**src/rtl/ni_packetizer.sv**
```systemverilog
module ni_packetizer #(
  parameter int FLIT_W  = 32,
  parameter int COORD_W = 4,
  parameter int SVC_W   = 2
) (
  input  logic                          clk,
  input  logic                          rst_n,
  input  logic                          req_valid,
  output logic                          req_ready,
  input  logic [COORD_W-1:0]            req_dest_x,
  input  logic [COORD_W-1:0]            req_dest_y,
  input  logic [FLIT_W-2*COORD_W-1:0]   req_cmd,
  input  logic [SVC_W-1:0]              req_svc,
  input  logic                          req_has_pl,
  input  logic                          pl_valid,
  output logic                          pl_ready,
  input  logic [FLIT_W-1:0]             pl_data,
  input  logic                          pl_last,
  output logic                          flit_valid,
  input  logic                          flit_ready,
  output logic [FLIT_W-1:0]             flit_data,
  output logic [1:0]                    flit_type,
  output logic [SVC_W-1:0]              flit_svc
);

  localparam logic [1:0] T_BDY = 2'b00;
  localparam logic [1:0] T_EP  = 2'b01;
  localparam logic [1:0] T_FP  = 2'b10;

  typedef enum logic [1:0] {ST_IDLE, ST_PAY, ST_LAST} st_t;
  st_t state;

  logic             out_vld;
  logic [FLIT_W-1:0] out_data;
  logic [1:0]       out_type;
  logic [SVC_W-1:0] out_svc;

  logic out_free, req_fire, pl_fire, out_fire;

  assign out_free  = !out_vld || flit_ready;
  assign req_ready = (state == ST_IDLE);
  assign pl_ready  = (state == ST_PAY) && out_free;
  assign req_fire  = req_valid && req_ready;
  assign pl_fire   = pl_valid && pl_ready;
  assign out_fire  = out_vld && flit_ready;

  assign flit_valid = out_vld;
  assign flit_data  = out_data;
  assign flit_type  = out_type;
  assign flit_svc   = out_svc;

  always_ff @(posedge clk or negedge rst_n) begin
    if (!rst_n) begin
      state    <= ST_IDLE;
      out_vld  <= 1'b0;
      out_data <= '0;
      out_type <= T_BDY;
      out_svc  <= '0;
    end else begin
      case (state)
        ST_IDLE: if (req_fire) begin
          out_vld  <= 1'b1;
          out_data <= {req_dest_x, req_dest_y, req_cmd};
          out_type <= req_has_pl ? T_BDY : T_FP;
          out_svc  <= req_svc;
          state    <= req_has_pl ? ST_PAY : ST_LAST;
        end
        ST_PAY: begin
          if (pl_fire) begin
            out_vld  <= 1'b1;
            out_data <= pl_data;
            out_type <= pl_last ? T_EP : T_BDY;
            if (pl_last) state <= ST_LAST;
          end else if (out_fire) begin
            out_vld <= 1'b0;
          end
        end
        ST_LAST: if (out_fire) begin
          out_vld <= 1'b0;
          state   <= ST_IDLE;
        end
        default: state <= ST_IDLE;
      endcase
    end
  end

  AST_NO_RSVD_TYPE: assert property (@(posedge clk) disable iff (!rst_n)
    flit_valid |-> flit_type != 2'b11);

  AST_HOLD_STALL: assert property (@(posedge clk) disable iff (!rst_n)
    (flit_valid && !flit_ready) |=> (flit_valid && $stable(flit_data)
      && $stable(flit_type) && $stable(flit_svc)));

  AST_REQ_BLOCKED: assert property (@(posedge clk) disable iff (!rst_n)
    flit_valid |-> !req_ready);

  AST_HDR_ONLY_FP: assert property (@(posedge clk) disable iff (!rst_n)
    (req_fire && !req_has_pl) |=> (flit_valid && flit_type == T_FP));

  AST_HDR_BDY: assert property (@(posedge clk) disable iff (!rst_n)
    (req_fire && req_has_pl) |=> (flit_valid && flit_type == T_BDY));

  AST_SVC_HELD: assert property (@(posedge clk) disable iff (!rst_n)
    !req_fire |=> $stable(flit_svc));

  AST_PL_GATED: assert property (@(posedge clk) disable iff (!rst_n)
    pl_ready |-> !req_ready);

endmodule

```
**config.mk**
```make
export PLATFORM = sky130hd
export DESIGN_NAME = ni_packetizer
export DESIGN_NICKNAME = d
export VERILOG_FILES = /design/src/rtl/ni_packetizer.sv
export SDC_FILE = /design/constraint.sdc
export NUM_CORES = 1
export LEC_CHECK = 0
export BUFFER_PORTS_ARGS = -buffer_cell sky130_fd_sc_hd__buf_2
export CAP_MARGIN = 20
export CORE_ASPECT_RATIO = 1.5
export CORE_MARGIN = 2
export CORE_UTILIZATION = 50
export CTS_BUF_LIST = sky130_fd_sc_hd__clkbuf_4 sky130_fd_sc_hd__clkbuf_8
export DETAILED_ROUTE_END_ITERATION = 7
export HOLD_SLACK_MARGIN = 0.15
export PLACE_DENSITY = 0.92
export SKIP_CTS_REPAIR_TIMING = 1
export SLEW_MARGIN = 20
export SYNTH_ARGS = -nofsm -noshare
export SYNTH_HDL_FRONTEND = slang
export SYNTH_SLANG_ARGS = --single-unit
```
**constraint.sdc**
```tcl
create_clock -name clk -period 3.7 [get_ports clk]
set_input_delay 0.555 -clock clk [delete_from_list [all_inputs] [get_ports clk]]
set_output_delay 0.555 -clock clk [all_outputs]
set_load 0.01 [all_outputs]
```
; After elaboration in Yosys (flattened, before gate mapping)
; Index checks and enable logic that the tools add are counted.
[totals]
reg_bits = 39
output_inout_bits = 39
in_bits = 73
word_cells = 42
[op_classes]
n_mux = 18
n_reduce_logical = 13
n_eq_ne = 6
[ops]
columns = operator, n
row1 = 2-to-1 mux 32 bit, 2
row2 = one-hot mux 32 bit (2 select lines), 1
row3 = 2-to-1 mux 2 bit, 8
row4 = != test 2 bit (second input constant), 3
row5 = one-hot mux 2 bit (3 select lines), 1
row6 = logical AND 1 bit, 4
row7 = 2-to-1 mux 1 bit, 4
row8 = one-hot mux 2 bit (2 select lines), 1
row9 = AND reduction 2 bit, 2
row10 = AND reduction 4 bit, 1
row11 = one-hot mux 1 bit (3 select lines), 1
row12 = AND reduction 3 bit, 1
row13 = nonzero test 3 bit, 1
row14 = equality test 2 x 1 -> 1 bit (second input constant), 1
row15 = equality test 2 bit (second input constant), 1
row16 = zero test 2 bit, 1
row17 = != test 2 x 1 -> 1 bit (second input constant), 1
row18 = nonzero test 2 bit, 1
row19 = zero test 1 bit, 1
row20 = logical OR 1 bit, 1

; Longest topological paths before layout
; Gate-level depths: netlist of run 1.
[logic_depth]
ltp_word = 6
depth_mapped = 7
mapped_depth_nobuf = 6

; Least setup slack after synthesis of run 1
; Ideal clock, no wire load.
[synth_path]
path_type = register to output
start = register state[1]
end = output pl_ready
arrival_ps = 1348
n_path_buf = 2
required_time_ps = 3145
path_slack_ps = 1797
stages_incl_launch_ff = 6
cell_sequence = dfrtp_1 -> inv_1 -> ha_1 -> clkbuf_1 -> clkbuf_1 -> and2_1
[synth_between]
elab_chain_len = 2
[synth_rtl]
columns = element, line
row1 = "start, declared", 31  ; st_t state;
row2 = "start signal, assigned", 66  ; state <= req_has_pl ? ST_PAY : ST_LAST;
row3 = equality test 2 x 1 -> 1 bit, 42  ; assign pl_ready = (state == ST_PAY) && out_free;
row4 = logical AND 1 bit, 42
row5 = "end, declared", 16  ; output logic pl_ready,
; Every way passes these cells.

; Worst setup path after layout of run 1
[layout_path]
start = register state[0]
end = register out_data[2] (netlist: flit_data[2])
[layout_between]
elab_chain_len = 5
word_cells_on_any_way = 10
classes_between = 3 x eq/ne / 1 x mux / 6 x reduce/logical
[layout_rtl]
columns = element, line
row1 = equality test 2 x 1 -> 1 bit, "42, 60"
row2 = logical AND 1 bit, 42
row3 = logical AND 1 bit, 44  ; assign pl_fire = pl_valid && pl_ready;
row4 = != test 2 bit (no line), -
row5 = AND reduction 3 bit (no line), -
row6 = "end signal, assigned", 63  ; out_data <= {req_dest_x, req_dest_y, req_cmd};
row7 = "end signal, assigned", 71  ; out_data <= pl_data;
row8 = "end, declared", 34  ; logic [FLIT_W-1:0] out_data;
; Parallel ways exist; a longest one is shown, timed or not.
; A chain may end at the register's enable or synchronous reset.

==> impl_results.html, run 1 <==
<table>
<tr><th>Metric</th><th>Value</th></tr>
<tr><th colspan="2">Synth</th></tr>
<tr><td>FFs w/ async S/R, synth</td><td>100%</td></tr>
<tr><td>Leading cell types by total area after synthesis</td><td>sky130_fd_sc_hd__dfrtp_1, sky130_fd_sc_hd__nand3_1, sky130_fd_sc_hd__a22oi_1, sky130_fd_sc_hd__ha_1, sky130_fd_sc_hd__clkbuf_1</td></tr>
<tr><td>Flip-flop and latch count after synthesis</td><td>39</td></tr>
<tr><td>Cell types with the highest counts after synthesis</td><td>sky130_fd_sc_hd__nand3_1, sky130_fd_sc_hd__dfrtp_1, sky130_fd_sc_hd__a22oi_1</td></tr>
<tr><td>Predominant post-synthesis flop cell</td><td>sky130_fd_sc_hd__dfrtp_1</td></tr>
<tr><td>Average footprint of a synthesized cell</td><td>9.07 µm²</td></tr>
<tr><td>Most used standard cell by instance count after synthesis</td><td>sky130_fd_sc_hd__nand3_1</td></tr>
<tr><td>Synth top area share</td><td>a little under half</td></tr>
<tr><td>Post-synth cell types</td><td>26</td></tr>
<tr><td>Syn Nets</td><td>roughly 300</td></tr>
<tr><td>Summed instance area of the synthesized netlist</td><td>about 0.0021 mm²</td></tr>
<tr><td>Yosys Warn Count</td><td>0</td></tr>
<tr><td>Number of synthesized flops with an enable pin</td><td>0</td></tr>
<tr><td>Yosys top cell by area</td><td>sky130_fd_sc_hd__dfrtp_1</td></tr>
<tr><td>Sequential share of the synthesized area</td><td>about 47%</td></tr>
<tr><td>Gate Count Post-Synth</td><td>roughly 230</td></tr>
<tr><th colspan="2">Placement</th></tr>
<tr><td>Final GP Congestion</td><td>0.782</td></tr>
<tr><td>Port Buf Inserts</td><td>between 100 and 150</td></tr>
<tr><td>DP Wirelength</td><td>just over 4000 µm</td></tr>
<tr><th colspan="2">STA</th></tr>
<tr><td>Share of the clock period used by the worst path</td><td>~70%</td></tr>
<tr><td>Setup repair after global routing missed its margin</td><td>no</td></tr>
<tr><td>Highest Clock Rate</td><td>388 MHz</td></tr>
<tr><td>Worst max-slew margin expressed relative to the limit</td><td>42.0%</td></tr>
<tr><td>Count of final max-slew check failures</td><td>0</td></tr>
<tr><td>Pin slew with the least headroom to its limit</td><td>0.870 ns</td></tr>
<tr><td>Max Clock Skew</td><td>~0.0044 ns</td></tr>
<tr><td>Time the final worst path needs with I/O delays and setup</td><td>2.58 ns</td></tr>
<tr><td>Worst hold margin</td><td>around 0.37 ns</td></tr>
<tr><td>Setup-violating endpoint count in the final report</td><td>0</td></tr>
<tr><td>Hold Fails Final Rpt</td><td>0</td></tr>
<tr><td>Setup Total Neg Slack</td><td>0 ns</td></tr>
<tr><th colspan="2">Layout</th></tr>
<tr><td>Synth-to-Final Area Change</td><td>34.8%</td></tr>
<tr><td>Net count reported at finish</td><td>between 400 and 500</td></tr>
<tr><td>Multi-input combinational cell area</td><td>roughly 0.0010 mm²</td></tr>
<tr><td>Diodes inserted</td><td>0</td></tr>
<tr><td>Count of filler cells inserted in the layout</td><td>355</td></tr>
<tr><td>Layout cells sized above 1</td><td>39.4%</td></tr>
<tr><td>Reg area</td><td>roughly 980 µm²</td></tr>
<tr><th colspan="2">Critical path</th></tr>
<tr><td>Crit-path max FO</td><td>20</td></tr>
<tr><td>Kind of cell adding the most delay to the critical path</td><td>simple AND/OR/NAND/NOR gates</td></tr>
<tr><td>Critical Path Slowest Stage Cell</td><td>sky130_fd_sc_hd__nor3b_4</td></tr>
<tr><td>CP Cell Sequence</td><td>inv_1 -&gt; ha_1 -&gt; mux2i_4 -&gt; buf_16 -&gt; nor3b_4 -&gt; buf_4 -&gt; nand3_1 -&gt; nand3_1</td></tr>
<tr><td>Crit path kind</td><td>flop to flop</td></tr>
<tr><td>Delay of the slowest cell on the worst path</td><td>0.58 ns</td></tr>
<tr><td>Data arrival at the endpoint of the critical path</td><td>between 2 and 3 ns</td></tr>
<tr><td>Type of origin of the critical path</td><td>flop</td></tr>
<tr><td>Worst endpoint required time</td><td>3.93 ns</td></tr>
<tr><td>Most frequent cell on the critical path</td><td>sky130_fd_sc_hd__nand3_1</td></tr>
<tr><td>Kind of end point of the critical path</td><td>flop</td></tr>
<tr><td>CP bufs+invs</td><td>3</td></tr>
<tr><th colspan="2">Route</th></tr>
<tr><td>Total length of routed wires</td><td>slightly above 6000 µm</td></tr>
<tr><td>Wire length per cell after detailed routing</td><td>between 15 and 20 µm</td></tr>
<tr><td>Number of nets still failing antenna checks after routing</td><td>0</td></tr>
<tr><td>Number of design rule violations left after detail routing</td><td>0</td></tr>
<tr><td>Mean number of vias per cell</td><td>6.10</td></tr>
<tr><td>Routed wire length on met3</td><td>between 300 and 400 µm</td></tr>
<tr><td>Total routed wire length on the met1 layer</td><td>2360 µm</td></tr>
<tr><td>Initial DRC count</td><td>between 150 and 200</td></tr>
<tr><td>Top routing layer used</td><td>met4</td></tr>
<tr><td>Met2 Routed Length</td><td>3230 µm</td></tr>
<tr><td>Total vias in the final route</td><td>roughly 2300</td></tr>
<tr><td>First-pass detailed-route iteration total</td><td>4</td></tr>
<tr><th colspan="2">Clocking</th></tr>
<tr><td>Number of clock sinks</td><td>39</td></tr>
<tr><td>Clock slew seen by the registers of the worst setup and hold paths</td><td>0.08 ns</td></tr>
<tr><td>TritonCTS clock tree</td><td>done</td></tr>
<tr><td>CTS buffer count</td><td>5</td></tr>
<tr><td>Largest buffer count on any clock path</td><td>2</td></tr>
<tr><td>Library cell used as clock root buffer</td><td>sky130_fd_sc_hd__clkbuf_8</td></tr>
<tr><td>H-tree depth</td><td>2</td></tr>
<tr><td>Clock latency at the later pin of the worst-skew pair</td><td>0.29 ns</td></tr>
<tr><th colspan="2">Floorplan</th></tr>
<tr><td>Overall die width</td><td>about 56 µm</td></tr>
<tr><td>Site Rows</td><td>28</td></tr>
<tr><td>Effective utilization at floorplan</td><td>52.0%</td></tr>
<tr><td>Chip height</td><td>~83 µm</td></tr>
<tr><td>Number of top-level pins</td><td>roughly 110</td></tr>
<tr><td>Die Outline Area</td><td>0.00466 mm²</td></tr>
<tr><td>Std-Cell Core Area</td><td>between 0.003 and 0.004 mm²</td></tr>
<tr><th colspan="2">Global route</th></tr>
<tr><td>Pin count of the biggest net entering global routing</td><td>74</td></tr>
<tr><td>Aggregate global-route resource usage</td><td>about a quarter</td></tr>
<tr><td>Initial antenna violation count</td><td>0</td></tr>
<tr><td>Remaining Overflow, GRT</td><td>0</td></tr>
<tr><td>Via count of the first global-routing pass</td><td>approximately 2100</td></tr>
<tr><td>First-pass GRT wire length</td><td>9650 µm</td></tr>
<tr><th colspan="2">Worst hold path</th></tr>
<tr><td>Type of the worst min-delay path</td><td>input pin to asynchronous set/reset pin</td></tr>
<tr><th colspan="2">Flow run</th></tr>
<tr><td>Number of maximum-capacitance constraint violations</td><td>0</td></tr>
<tr><th colspan="2">Power</th></tr>
<tr><td>Power density over cell area</td><td>871 mW/mm²</td></tr>
<tr><td>Leakage</td><td>1.37 nW</td></tr>
<tr><td>Worst vdd ir</td><td>between 0.6 and 0.7 mV</td></tr>
<tr><td>Total design power</td><td>2.42 mW</td></tr>
<tr><th colspan="2">Status</th></tr>
<tr><td>Result of the run</td><td>completed</td></tr>
</table>
==> path summary, 6_finish.rpt <==
path	endpoint	depth (start not counted)	slack [ns]	start
worst max register to register	flit_data[2]	8	1.12	state[0]
worst min register to register	flit_svc[1]	1	0.52	flit_svc[1]
min in group clk	flit_data[23]	3	0.49	pl_data[23]
max in group asynchronous	flit_data[25]	1	2.78	rst_n
worst min-delay path	flit_data[7]	1	0.37	rst_n
worst max-delay path	flit_data[2]	8	1.12	state[0]
==> stage by stage <==
stage,util (%),cells,cell area [µm²],setup WS [ns]
5_1_grt,70.1,375,2780,0.905
6_report,70.1,375,2780,1.12
4_1_cts,69.4,374,2750,1.01
3_3_place_gp,66.4,366,2630,1.01
2_1_floorplan,-,227,2060,1.80
3_5_place_dp,66.6,366,2640,1.05
==> cell type report <==
cell class / instances / area share [%]
Clock buffer: 5 / 2.48
Clock inverter: 3 / 1.58
Inverter: 3 / 0.406
Multi-Input combinational cell: 165 / 36.5
Sequential cell: 39 / 35.2
Tap cell: 45 / 2.03
Timing Repair Buffer: 115 / 21.8
==> state kept, by name (all words and copies together), names as in the netlist <==
signal,count
flit_type,2
flit_svc,2
flit_data,32
state,2
flit_valid,1
==> where the power goes <==
group | internal (mW) | total, mW | switching (mW)
sequential | 0.645 | 0.814 | 0.169
combinational | 0.538 | 1.24 | 0.705
clock | 0.201 | 0.360 | 0.159
==> cell families (layout without fill, tap and decap cells) <==
logic type      count (synthesis)  count (layout)  share of synthesized area [%]
buf+inv                        23             126                           4.62
mux                             3               3                           1.76
fa+ha+maj                       4               4                           2.43
compound gates                 42              42                           14.9
flops                          39              39                           47.4
simple gates                  116             116                           28.9
==> cell usage in the layout (no fill, tap or decap), types with 2 or more instances in the layout <==
cell type and count:
sky130_fd_sc_hd__a21oi_1 2, sky130_fd_sc_hd__a22oi_1 32, sky130_fd_sc_hd__buf_2 111, sky130_fd_sc_hd__buf_4 3, sky130_fd_sc_hd__clkbuf_8 5, sky130_fd_sc_hd__dfrtp_1 39, sky130_fd_sc_hd__ha_1 3, sky130_fd_sc_hd__inv_1 3
sky130_fd_sc_hd__mux2_2 2, sky130_fd_sc_hd__nand2_1 6, sky130_fd_sc_hd__nand3_1 98, sky130_fd_sc_hd__nor2b_1 4, sky130_fd_sc_hd__o21ai_0 2
==> worst reg2reg max path: stages (launching register included) <==
cell and delay, ns:
sky130_fd_sc_hd__dfrtp_1 0.41, sky130_fd_sc_hd__inv_1 0.08, sky130_fd_sc_hd__ha_1 0.29, sky130_fd_sc_hd__mux2i_4 0.33, sky130_fd_sc_hd__buf_16 0.24, sky130_fd_sc_hd__nor3b_4 0.58
sky130_fd_sc_hd__buf_4 0.35, sky130_fd_sc_hd__nand3_1 0.11, sky130_fd_sc_hd__nand3_1 0.12
==> layer usage <==
layer | track usage, % | vias to the layer above
met2 | 44.5 | 108
met4 | 13.8 | 0
met5 | 0 | -
li1 | - | 1051
met1 | 32.3 | 1115
met3 | 4.05 | 12
No activity file was read; power rests on OpenSTA's default activity.
==> inputs of run 2 (changes only) <==
--- a/config.mk
+++ b/config.mk
@@ -5,15 +5,16 @@
 export SDC_FILE = /design/constraint.sdc
 export NUM_CORES = 1
 export LEC_CHECK = 0
+export ABC_AREA = 1
 export BUFFER_PORTS_ARGS = -buffer_cell sky130_fd_sc_hd__buf_2
 export CAP_MARGIN = 20
 export CORE_ASPECT_RATIO = 1.5
 export CORE_MARGIN = 2
-export CORE_UTILIZATION = 50
+export CORE_UTILIZATION = 42
 export CTS_BUF_LIST = sky130_fd_sc_hd__clkbuf_4 sky130_fd_sc_hd__clkbuf_8
 export DETAILED_ROUTE_END_ITERATION = 7
 export HOLD_SLACK_MARGIN = 0.15
-export PLACE_DENSITY = 0.92
+export PLACE_DENSITY = 0.83
 export SKIP_CTS_REPAIR_TIMING = 1
 export SLEW_MARGIN = 20
 export SYNTH_ARGS = -nofsm -noshare
==> constraint.sdc (replaced) <==
create_clock -name clk -period 2.31 [get_ports clk]
set_input_delay 0.3465 -clock clk [delete_from_list [all_inputs] [get_ports clk]]
set_output_delay 0.3465 -clock clk [all_outputs]
set_load 0.01 [all_outputs]
==> impl_results.html, run 2 <==
<table>
<tr><th>Metric</th><th>Value</th></tr>
<tr><th colspan="2">Status</th></tr>
<tr><td>Result of the run</td><td>completed</td></tr>
<tr><th colspan="2">Critical path</th></tr>
<tr><td>Crit-path max FO</td><td>11</td></tr>
<tr><td>Type of origin of the critical path</td><td>flop</td></tr>
<tr><td>CP Cell Sequence</td><td>inv_1 -&gt; ha_1 -&gt; inv_2 -&gt; nor2_1 -&gt; buf_2</td></tr>
<tr><td>Worst endpoint required time</td><td>~2.0 ns</td></tr>
<tr><td>Kind of end point of the critical path</td><td>primary output</td></tr>
<tr><td>Data arrival at the endpoint of the critical path</td><td>about 1.6 ns</td></tr>
<tr><td>Critical Path Slowest Stage Cell</td><td>sky130_fd_sc_hd__dfrtp_1</td></tr>
<tr><td>Delay of the slowest cell on the worst path</td><td>between 0.4 and 0.5 ns</td></tr>
<tr><td>Crit path kind</td><td>flop to primary output</td></tr>
<tr><th colspan="2">Layout</th></tr>
<tr><td>Count of filler cells inserted in the layout</td><td>469</td></tr>
<tr><td>Leading cell type in the layout, fill and taps excluded</td><td>sky130_fd_sc_hd__nand2_1</td></tr>
<tr><td>Post-route insts no fill</td><td>475</td></tr>
<tr><td>Diodes inserted</td><td>0</td></tr>
<tr><td>Largest register FFs</td><td>32</td></tr>
<tr><td>Most used cells in the layout excluding fill and tap cells</td><td>sky130_fd_sc_hd__nand2_1, sky130_fd_sc_hd__buf_2, sky130_fd_sc_hd__dfrtp_1, sky130_fd_sc_hd__nand3_1, sky130_fd_sc_hd__inv_1</td></tr>
<tr><td>Fin util</td><td>58.0%</td></tr>
<tr><td>Reg area</td><td>976 µm²</td></tr>
<tr><td>Multi-input combinational cell area</td><td>roughly 0.001 mm²</td></tr>
<tr><td>Synth-to-Final Area Change</td><td>33.3%</td></tr>
<tr><td>Total non-filler cell area in the finished layout</td><td>0.00281 mm²</td></tr>
<tr><td>Layout cells sized above 1</td><td>roughly a third</td></tr>
<tr><td>Net count reported at finish</td><td>about 490</td></tr>
<tr><th colspan="2">Synth</th></tr>
<tr><td>Post-synth cell types</td><td>17</td></tr>
<tr><td>Syn Nets</td><td>378</td></tr>
<tr><td>Average footprint of a synthesized cell</td><td>7.01 µm²</td></tr>
<tr><td>Summed instance area of the synthesized netlist</td><td>between 0.002 and 0.0025 mm²</td></tr>
<tr><td>Gate Count Post-Synth</td><td>roughly 300</td></tr>
<tr><td>Synth top area share</td><td>46.2%</td></tr>
<tr><td>FFs w/ async S/R, synth</td><td>100%</td></tr>
<tr><td>Number of synthesized flops with an enable pin</td><td>0</td></tr>
<tr><td>Yosys Warn Count</td><td>0</td></tr>
<tr><td>Predominant post-synthesis flop cell</td><td>sky130_fd_sc_hd__dfrtp_1</td></tr>
<tr><td>Sequential share of the synthesized area</td><td>46.2%</td></tr>
<tr><td>Flip-flop and latch count after synthesis</td><td>39</td></tr>
<tr><td>Leading cell types by total area after synthesis</td><td>sky130_fd_sc_hd__dfrtp_1, sky130_fd_sc_hd__nand2_1, sky130_fd_sc_hd__nand3_1, sky130_fd_sc_hd__ha_1, sky130_fd_sc_hd__buf_2</td></tr>
<tr><td>Yosys top cell by area</td><td>sky130_fd_sc_hd__dfrtp_1</td></tr>
<tr><td>Most used standard cell by instance count after synthesis</td><td>sky130_fd_sc_hd__nand2_1</td></tr>
<tr><td>Cell types with the highest counts after synthesis</td><td>sky130_fd_sc_hd__nand2_1, sky130_fd_sc_hd__dfrtp_1, sky130_fd_sc_hd__nand3_1</td></tr>
<tr><th colspan="2">Clocking</th></tr>
<tr><td>Library cell used as clock root buffer</td><td>sky130_fd_sc_hd__clkbuf_8</td></tr>
<tr><td>CTS buffer count</td><td>5</td></tr>
<tr><td>Clock slew seen by the registers of the worst setup and hold paths</td><td>0.07 ns</td></tr>
<tr><td>Clock latency at the later pin of the worst-skew pair</td><td>around 0.28 ns</td></tr>
<tr><td>H-tree depth</td><td>2</td></tr>
<tr><td>TritonCTS clock tree</td><td>done</td></tr>
<tr><td>Number of clock sinks</td><td>39</td></tr>
<tr><td>Largest buffer count on any clock path</td><td>2</td></tr>
<tr><th colspan="2">Floorplan</th></tr>
<tr><td>Std-Cell Core Area</td><td>roughly 0.0048 mm²</td></tr>
<tr><td>Site Rows</td><td>31</td></tr>
<tr><td>Chip height</td><td>90.8 µm</td></tr>
<tr><td>Overall die width</td><td>slightly above 60 µm</td></tr>
<tr><td>Die Outline Area</td><td>0.00562 mm²</td></tr>
<tr><td>Effective utilization at floorplan</td><td>43.5%</td></tr>
<tr><td>Number of top-level pins</td><td>between 100 and 150</td></tr>
<tr><th colspan="2">STA</th></tr>
<tr><td>Worst hold margin</td><td>about 0.17 ns</td></tr>
<tr><td>Setup-violating endpoint count in the final report</td><td>0</td></tr>
<tr><td>Count of final max-slew check failures</td><td>0</td></tr>
<tr><td>Setup repair after global routing missed its margin</td><td>no</td></tr>
<tr><td>Worst setup margin</td><td>0.340 ns</td></tr>
<tr><td>Share of the clock period used by the worst path</td><td>between 80 and 90%</td></tr>
<tr><td>Max Clock Skew</td><td>approximately 0.0026 ns</td></tr>
<tr><td>Worst max-slew margin expressed relative to the limit</td><td>between 40% and 50%</td></tr>
<tr><td>Hold Fails Final Rpt</td><td>0</td></tr>
<tr><td>Pin slew with the least headroom to its limit</td><td>about 0.84 ns</td></tr>
<tr><td>Setup Total Neg Slack</td><td>0 ns</td></tr>
<tr><td>Time the final worst path needs with I/O delays and setup</td><td>around 2.0 ns</td></tr>
<tr><td>Highest Clock Rate</td><td>between 500 and 600 MHz</td></tr>
<tr><th colspan="2">Power</th></tr>
<tr><td>Worst vdd ir</td><td>between 0.5 and 0.6 mV</td></tr>
<tr><td>Leakage</td><td>between 1.5 and 2 nW</td></tr>
<tr><td>Total design power</td><td>approximately 3.7 mW</td></tr>
<tr><td>Power density over cell area</td><td>~1300 mW/mm²</td></tr>
<tr><th colspan="2">Global route</th></tr>
<tr><td>Via count of the first global-routing pass</td><td>2070</td></tr>
<tr><td>Initial antenna violation count</td><td>0</td></tr>
<tr><td>Pin count of the biggest net entering global routing</td><td>40</td></tr>
<tr><td>Remaining Overflow, GRT</td><td>0</td></tr>
<tr><td>First-pass GRT wire length</td><td>a little under 9000 µm</td></tr>
<tr><td>Aggregate global-route resource usage</td><td>20.3%</td></tr>
<tr><th colspan="2">Placement</th></tr>
<tr><td>Total placed instance area</td><td>roughly 0.0027 mm²</td></tr>
<tr><td>Final GP Congestion</td><td>~0.8</td></tr>
<tr><td>Placed Cells</td><td>about 470</td></tr>
<tr><td>Worst Setup Slack post-DPL</td><td>0.366 ns</td></tr>
<tr><td>DP Wirelength</td><td>approximately 4100 µm</td></tr>
<tr><td>Port Buf Inserts</td><td>111</td></tr>
<tr><th colspan="2">Route</th></tr>
<tr><td>Total vias in the final route</td><td>between 2000 and 2500</td></tr>
<tr><td>Number of design rule violations left after detail routing</td><td>0</td></tr>
<tr><td>First-pass detailed-route iteration total</td><td>4</td></tr>
<tr><td>Number of nets still failing antenna checks after routing</td><td>0</td></tr>
<tr><td>Wire length per cell after detailed routing</td><td>11.7 µm</td></tr>
<tr><td>Initial DRC count</td><td>roughly 130</td></tr>
<tr><td>Total length of routed wires</td><td>roughly 5500 µm</td></tr>
<tr><td>Mean number of vias per cell</td><td>about 4.8</td></tr>
<tr><th colspan="2">Flow run</th></tr>
<tr><td>Number of maximum-capacitance constraint violations</td><td>0</td></tr>
<tr><th colspan="2">Worst hold path</th></tr>
<tr><td>Type of the worst min-delay path</td><td>input pin to asynchronous set/reset pin</td></tr>
</table>
==> run 2: worst max-delay path, delay by kind of cell, from the launching register on <==
family	cells	cell delay, ns
fa+ha+maj	1	0.40
buf+inv	3	0.39
flops	1	0.42
simple gates	1	0.12
==> run 2: report_power, final <==
part	leakage (nW)	internal, mW	switching (mW)
clock network	0.0581	0.321	0.230
logic	1.21	0.705	1.22
registers	0.483	1.02	0.195
==> run 2: cells by family (layout without fill, tap and decap cells) <==
logic type	after synthesis	in the layout	share of synthesized area [%]
and+or+nand+nor	221	221	41.8
DFF	39	39	46.2
buffers and inverters	28	136	6.22
AOI/OAI and AO/OA	7	7	2.31
adders and majority gates	4	4	2.37
muxes	2	2	1.07
==> run 2: area by class of cell <==
class                   count  area share [%]
flip-flops and latches     39            34.7
multi-input cells         234            35.7
clock buffers               5            2.45
repair buffers            116            21.1
inverters                  12            1.60
clock inverters             3            1.56
well taps                  66            2.94
==> run 2: worst paths after layout <==
path | depth (start not counted) | slack (ns) | start | to
setup / recovery | 5 | 0.34 | state[1] | pl_ready
hold / removal | 1 | 0.17 | rst_n | flit_valid
min in group clk | 2 | 0.30 | req_svc[1] | flit_svc[1]
max in group asynchronous | 1 | 1.61 | rst_n | flit_data[29]
setup reg to reg | 7 | 0.34 | state[1] | flit_data[7]
hold reg to reg | 2 | 0.47 | flit_data[30] | flit_data[30]
==> run 2: metal layers <==
metal	vias to the layer above	routed length [µm]	track usage, %	share of wire [%]
met4	0	157	7.98	2.8
met2	87	2990	36.1	54
met5	-	0	0	0
met3	17	251	2.29	4.5
li1	1147	-	-	-
met1	1024	2150	23.2	39
==> inputs of run 3 (changes only) <==
--- a/config.mk
+++ b/config.mk
@@ -6,15 +6,17 @@
 export NUM_CORES = 1
 export LEC_CHECK = 0
 export ABC_AREA = 1
-export BUFFER_PORTS_ARGS = -buffer_cell sky130_fd_sc_hd__buf_2
 export CAP_MARGIN = 20
+export CELL_PAD_IN_SITES_DETAIL_PLACEMENT = 2
+export CELL_PAD_IN_SITES_GLOBAL_PLACEMENT = 2
 export CORE_ASPECT_RATIO = 1.5
 export CORE_MARGIN = 2
-export CORE_UTILIZATION = 42
+export CORE_UTILIZATION = 30
 export CTS_BUF_LIST = sky130_fd_sc_hd__clkbuf_4 sky130_fd_sc_hd__clkbuf_8
 export DETAILED_ROUTE_END_ITERATION = 7
+export DONT_BUFFER_PORTS = 1
 export HOLD_SLACK_MARGIN = 0.15
-export PLACE_DENSITY = 0.83
+export PLACE_DENSITY = 0.82
 export SKIP_CTS_REPAIR_TIMING = 1
 export SLEW_MARGIN = 20
 export SYNTH_ARGS = -nofsm -noshare
==> impl_results.html, run 3 (synthesized netlist as in run 2, its figures left out) <==
<table>
<tr><th>Metric</th><th>Value</th></tr>
<tr><th colspan="2">Global route</th></tr>
<tr><td>Aggregate global-route resource usage</td><td>~17%</td></tr>
<tr><td>Pin count of the biggest net entering global routing</td><td>40</td></tr>
<tr><td>Initial antenna violation count</td><td>0</td></tr>
<tr><td>Via count of the first global-routing pass</td><td>2068</td></tr>
<tr><td>First-pass GRT wire length</td><td>~10000 µm</td></tr>
<tr><td>Remaining Overflow, GRT</td><td>0</td></tr>
<tr><th colspan="2">Critical path</th></tr>
<tr><td>Worst reg2reg setup slack</td><td>around 0.35 ns</td></tr>
<tr><td>Worst flop-to-flop path startpoint</td><td>state[0]</td></tr>
<tr><td>Crit-path max FO</td><td>11</td></tr>
<tr><td>Kind of cell adding the most delay to the critical path</td><td>adder cells</td></tr>
<tr><td>R2R depth</td><td>9</td></tr>
<tr><td>Type of origin of the critical path</td><td>flop</td></tr>
<tr><td>CP Cell Sequence</td><td>inv_1 -&gt; ha_1 -&gt; inv_2 -&gt; nor2_1</td></tr>
<tr><td>Data arrival at the endpoint of the critical path</td><td>~1.7 ns</td></tr>
<tr><td>Worst endpoint required time</td><td>~2.0 ns</td></tr>
<tr><td>Kind of end point of the critical path</td><td>primary output</td></tr>
<tr><td>FF-to-FF End</td><td>state[1]</td></tr>
<tr><td>Critical Path Slowest Stage Cell</td><td>sky130_fd_sc_hd__ha_1</td></tr>
<tr><td>Crit path kind</td><td>flop to primary output</td></tr>
<tr><td>Delay of the slowest cell on the worst path</td><td>~0.44 ns</td></tr>
<tr><td>CP bufs+invs</td><td>2</td></tr>
<tr><th colspan="2">Route</th></tr>
<tr><td>Wire length per cell after detailed routing</td><td>roughly 17 µm</td></tr>
<tr><td>Total length of routed wires</td><td>between 6000 and 7000 µm</td></tr>
<tr><td>Number of design rule violations left after detail routing</td><td>0</td></tr>
<tr><td>Initial DRC count</td><td>64</td></tr>
<tr><td>First-pass detailed-route iteration total</td><td>4</td></tr>
<tr><td>Total vias in the final route</td><td>just under 2000</td></tr>
<tr><td>Number of nets still failing antenna checks after routing</td><td>0</td></tr>
<tr><td>Mean number of vias per cell</td><td>between 5 and 6</td></tr>
<tr><th colspan="2">Layout</th></tr>
<tr><td>Net count reported at finish</td><td>approximately 380</td></tr>
<tr><td>Reg area</td><td>roughly 980 µm²</td></tr>
<tr><td>Count of filler cells inserted in the layout</td><td>~840</td></tr>
<tr><td>Total non-filler cell area in the finished layout</td><td>0.00229 mm²</td></tr>
<tr><td>Largest register FFs</td><td>32</td></tr>
<tr><td>Multi-input combinational cell area</td><td>about 0.001 mm²</td></tr>
<tr><td>Diodes inserted</td><td>0</td></tr>
<tr><td>Leading cell type in the layout, fill and taps excluded</td><td>sky130_fd_sc_hd__nand2_1</td></tr>
<tr><td>Synth-to-Final Area Change</td><td>8.54%</td></tr>
<tr><td>Most used cells in the layout excluding fill and tap cells</td><td>sky130_fd_sc_hd__nand2_1, sky130_fd_sc_hd__dfrtp_1, sky130_fd_sc_hd__nand3_1, sky130_fd_sc_hd__inv_1</td></tr>
<tr><td>Layout cells sized above 1</td><td>under 10%</td></tr>
<tr><th colspan="2">Placement</th></tr>
<tr><td>Total placed instance area</td><td>0.00216 mm²</td></tr>
<tr><td>DP Wirelength</td><td>about 4700 µm</td></tr>
<tr><td>Final GP Congestion</td><td>~0.8</td></tr>
<tr><td>Worst Setup Slack post-DPL</td><td>0.235 ns</td></tr>
<tr><td>Port Buf Inserts</td><td>0</td></tr>
<tr><th colspan="2">Clocking</th></tr>
<tr><td>Largest buffer count on any clock path</td><td>2</td></tr>
<tr><td>TritonCTS clock tree</td><td>done</td></tr>
<tr><td>CTS buffer count</td><td>5</td></tr>
<tr><td>Number of clock sinks</td><td>39</td></tr>
<tr><td>Clock latency at the later pin of the worst-skew pair</td><td>~0.28 ns</td></tr>
<tr><td>H-tree depth</td><td>2</td></tr>
<tr><td>Library cell used as clock root buffer</td><td>sky130_fd_sc_hd__clkbuf_8</td></tr>
<tr><td>Clock slew seen by the registers of the worst setup and hold paths</td><td>roughly 0.08 ns</td></tr>
<tr><th colspan="2">Worst hold path</th></tr>
<tr><td>Type of the worst min-delay path</td><td>input pin to flop</td></tr>
<tr><td>Depth of the worst hold-timing path</td><td>1</td></tr>
<tr><td>Hold Path End</td><td>flit_svc[0]</td></tr>
<tr><td>Critical hold path startpoint</td><td>req_svc[0]</td></tr>
<tr><th colspan="2">STA</th></tr>
<tr><td>Worst setup margin</td><td>about 0.28 ns</td></tr>
<tr><td>Hold Fails Final Rpt</td><td>0</td></tr>
<tr><td>Worst hold margin</td><td>about 0.21 ns</td></tr>
<tr><td>Setup-violating endpoint count in the final report</td><td>0</td></tr>
<tr><td>Share of the clock period used by the worst path</td><td>a little under 90%</td></tr>
<tr><td>Time the final worst path needs with I/O delays and setup</td><td>just over 2 ns</td></tr>
<tr><td>Worst max-slew margin expressed relative to the limit</td><td>69.8%</td></tr>
<tr><td>Highest Clock Rate</td><td>around 500 MHz</td></tr>
<tr><td>Setup repair after global routing missed its margin</td><td>no</td></tr>
<tr><td>Count of final max-slew check failures</td><td>0</td></tr>
<tr><td>Pin slew with the least headroom to its limit</td><td>0.453 ns</td></tr>
<tr><td>Setup Total Neg Slack</td><td>0 ns</td></tr>
<tr><td>Max Clock Skew</td><td>between 0.004 and 0.005 ns</td></tr>
<tr><th colspan="2">Floorplan</th></tr>
<tr><td>Die Outline Area</td><td>between 0.007 and 0.008 mm²</td></tr>
<tr><td>Chip height</td><td>107 µm</td></tr>
<tr><td>Number of top-level pins</td><td>approximately 110</td></tr>
<tr><td>Std-Cell Core Area</td><td>just under 0.007 mm²</td></tr>
<tr><td>Effective utilization at floorplan</td><td>a little under a third</td></tr>
<tr><td>Overall die width</td><td>72.5 µm</td></tr>
<tr><td>Site Rows</td><td>37</td></tr>
<tr><th colspan="2">Power</th></tr>
<tr><td>Worst vdd ir</td><td>between 0.3 and 0.4 mV</td></tr>
<tr><td>Leakage</td><td>approximately 1.3 nW</td></tr>
<tr><td>Power density over cell area</td><td>1470 mW/mm²</td></tr>
<tr><th colspan="2">Flow run</th></tr>
<tr><td>Number of maximum-capacitance constraint violations</td><td>0</td></tr>
<tr><th colspan="2">Status</th></tr>
<tr><td>Result of the run</td><td>completed</td></tr>
</table>
[run 3: cell types whose count changed in the layout (fill, tap and decap cells not counted)]
cell and delta:
sky130_fd_sc_hd__buf_16 +1, sky130_fd_sc_hd__clkbuf_4 +2, sky130_fd_sc_hd__nand2_2 -1, sky130_fd_sc_hd__bufinv_16 -1, sky130_fd_sc_hd__dlygate4sd3_1 +1, sky130_fd_sc_hd__buf_2 -111, sky130_fd_sc_hd__clkinv_4 -1, sky130_fd_sc_hd__nand2_4 +1
[run 3: worst max path at each step]
| stage | from | end | slack [ns] | cells past startpoint |
|---|---|---|---|---|
| final | state[1] | pl_ready | 0.28 | 4 |
| after global routing | state[0] | state[1] | 0.15 | 9 |
| after CTS | state[1] | flit_data[8] | 0.21 | 7 |
| after detailed placement | state[1] | flit_data[4] | 0.24 | 7 |
| after global placement | state[1] | flit_data[3] | 0.36 | 7 |
| after floorplan | state[1] | pl_ready | 0.78 | 6 |
[run 3: final cells by class]
cell class,count,share of cell area (%)
multi-input combinational,234,44.0
sequential,39,42.6
tap,78,4.26
clock buffer,7,3.66
timing repair buffer,7,3.28
inverter,12,1.97
clock inverter,1,0.218
[run 3: metrics by stage]
stage / util [%] / instances / power (mW)
floorplan: - / 301 / 2.53
global placement: 31.5 / 368 / 2.84
detailed placement: 31.5 / 368 / 2.95
CTS: 32.8 / 376 / 3.43
global route: 33.4 / 378 / 3.73
finish: 33.4 / 378 / 3.37
[run 3: report_power, final]
part	leakage [nW]	internal (mW)	switching, mW
Combinational	0.777	0.470	1.01
Sequential	0.483	1.02	0.402
Clock	0.0491	0.236	0.235
[run 3: layer usage]
metal | share of wire (%) | up-vias | track usage, % | wire [µm]
li1 | - | 924 | - | -
met2 | 55 | 66 | 30.6 | 3500
met3 | 6.7 | 6 | 4.32 | 429
met5 | 0 | - | 0 | 0
met4 | 1.4 | 0 | 5.29 | 92
met1 | 37 | 929 | 18.4 | 2380
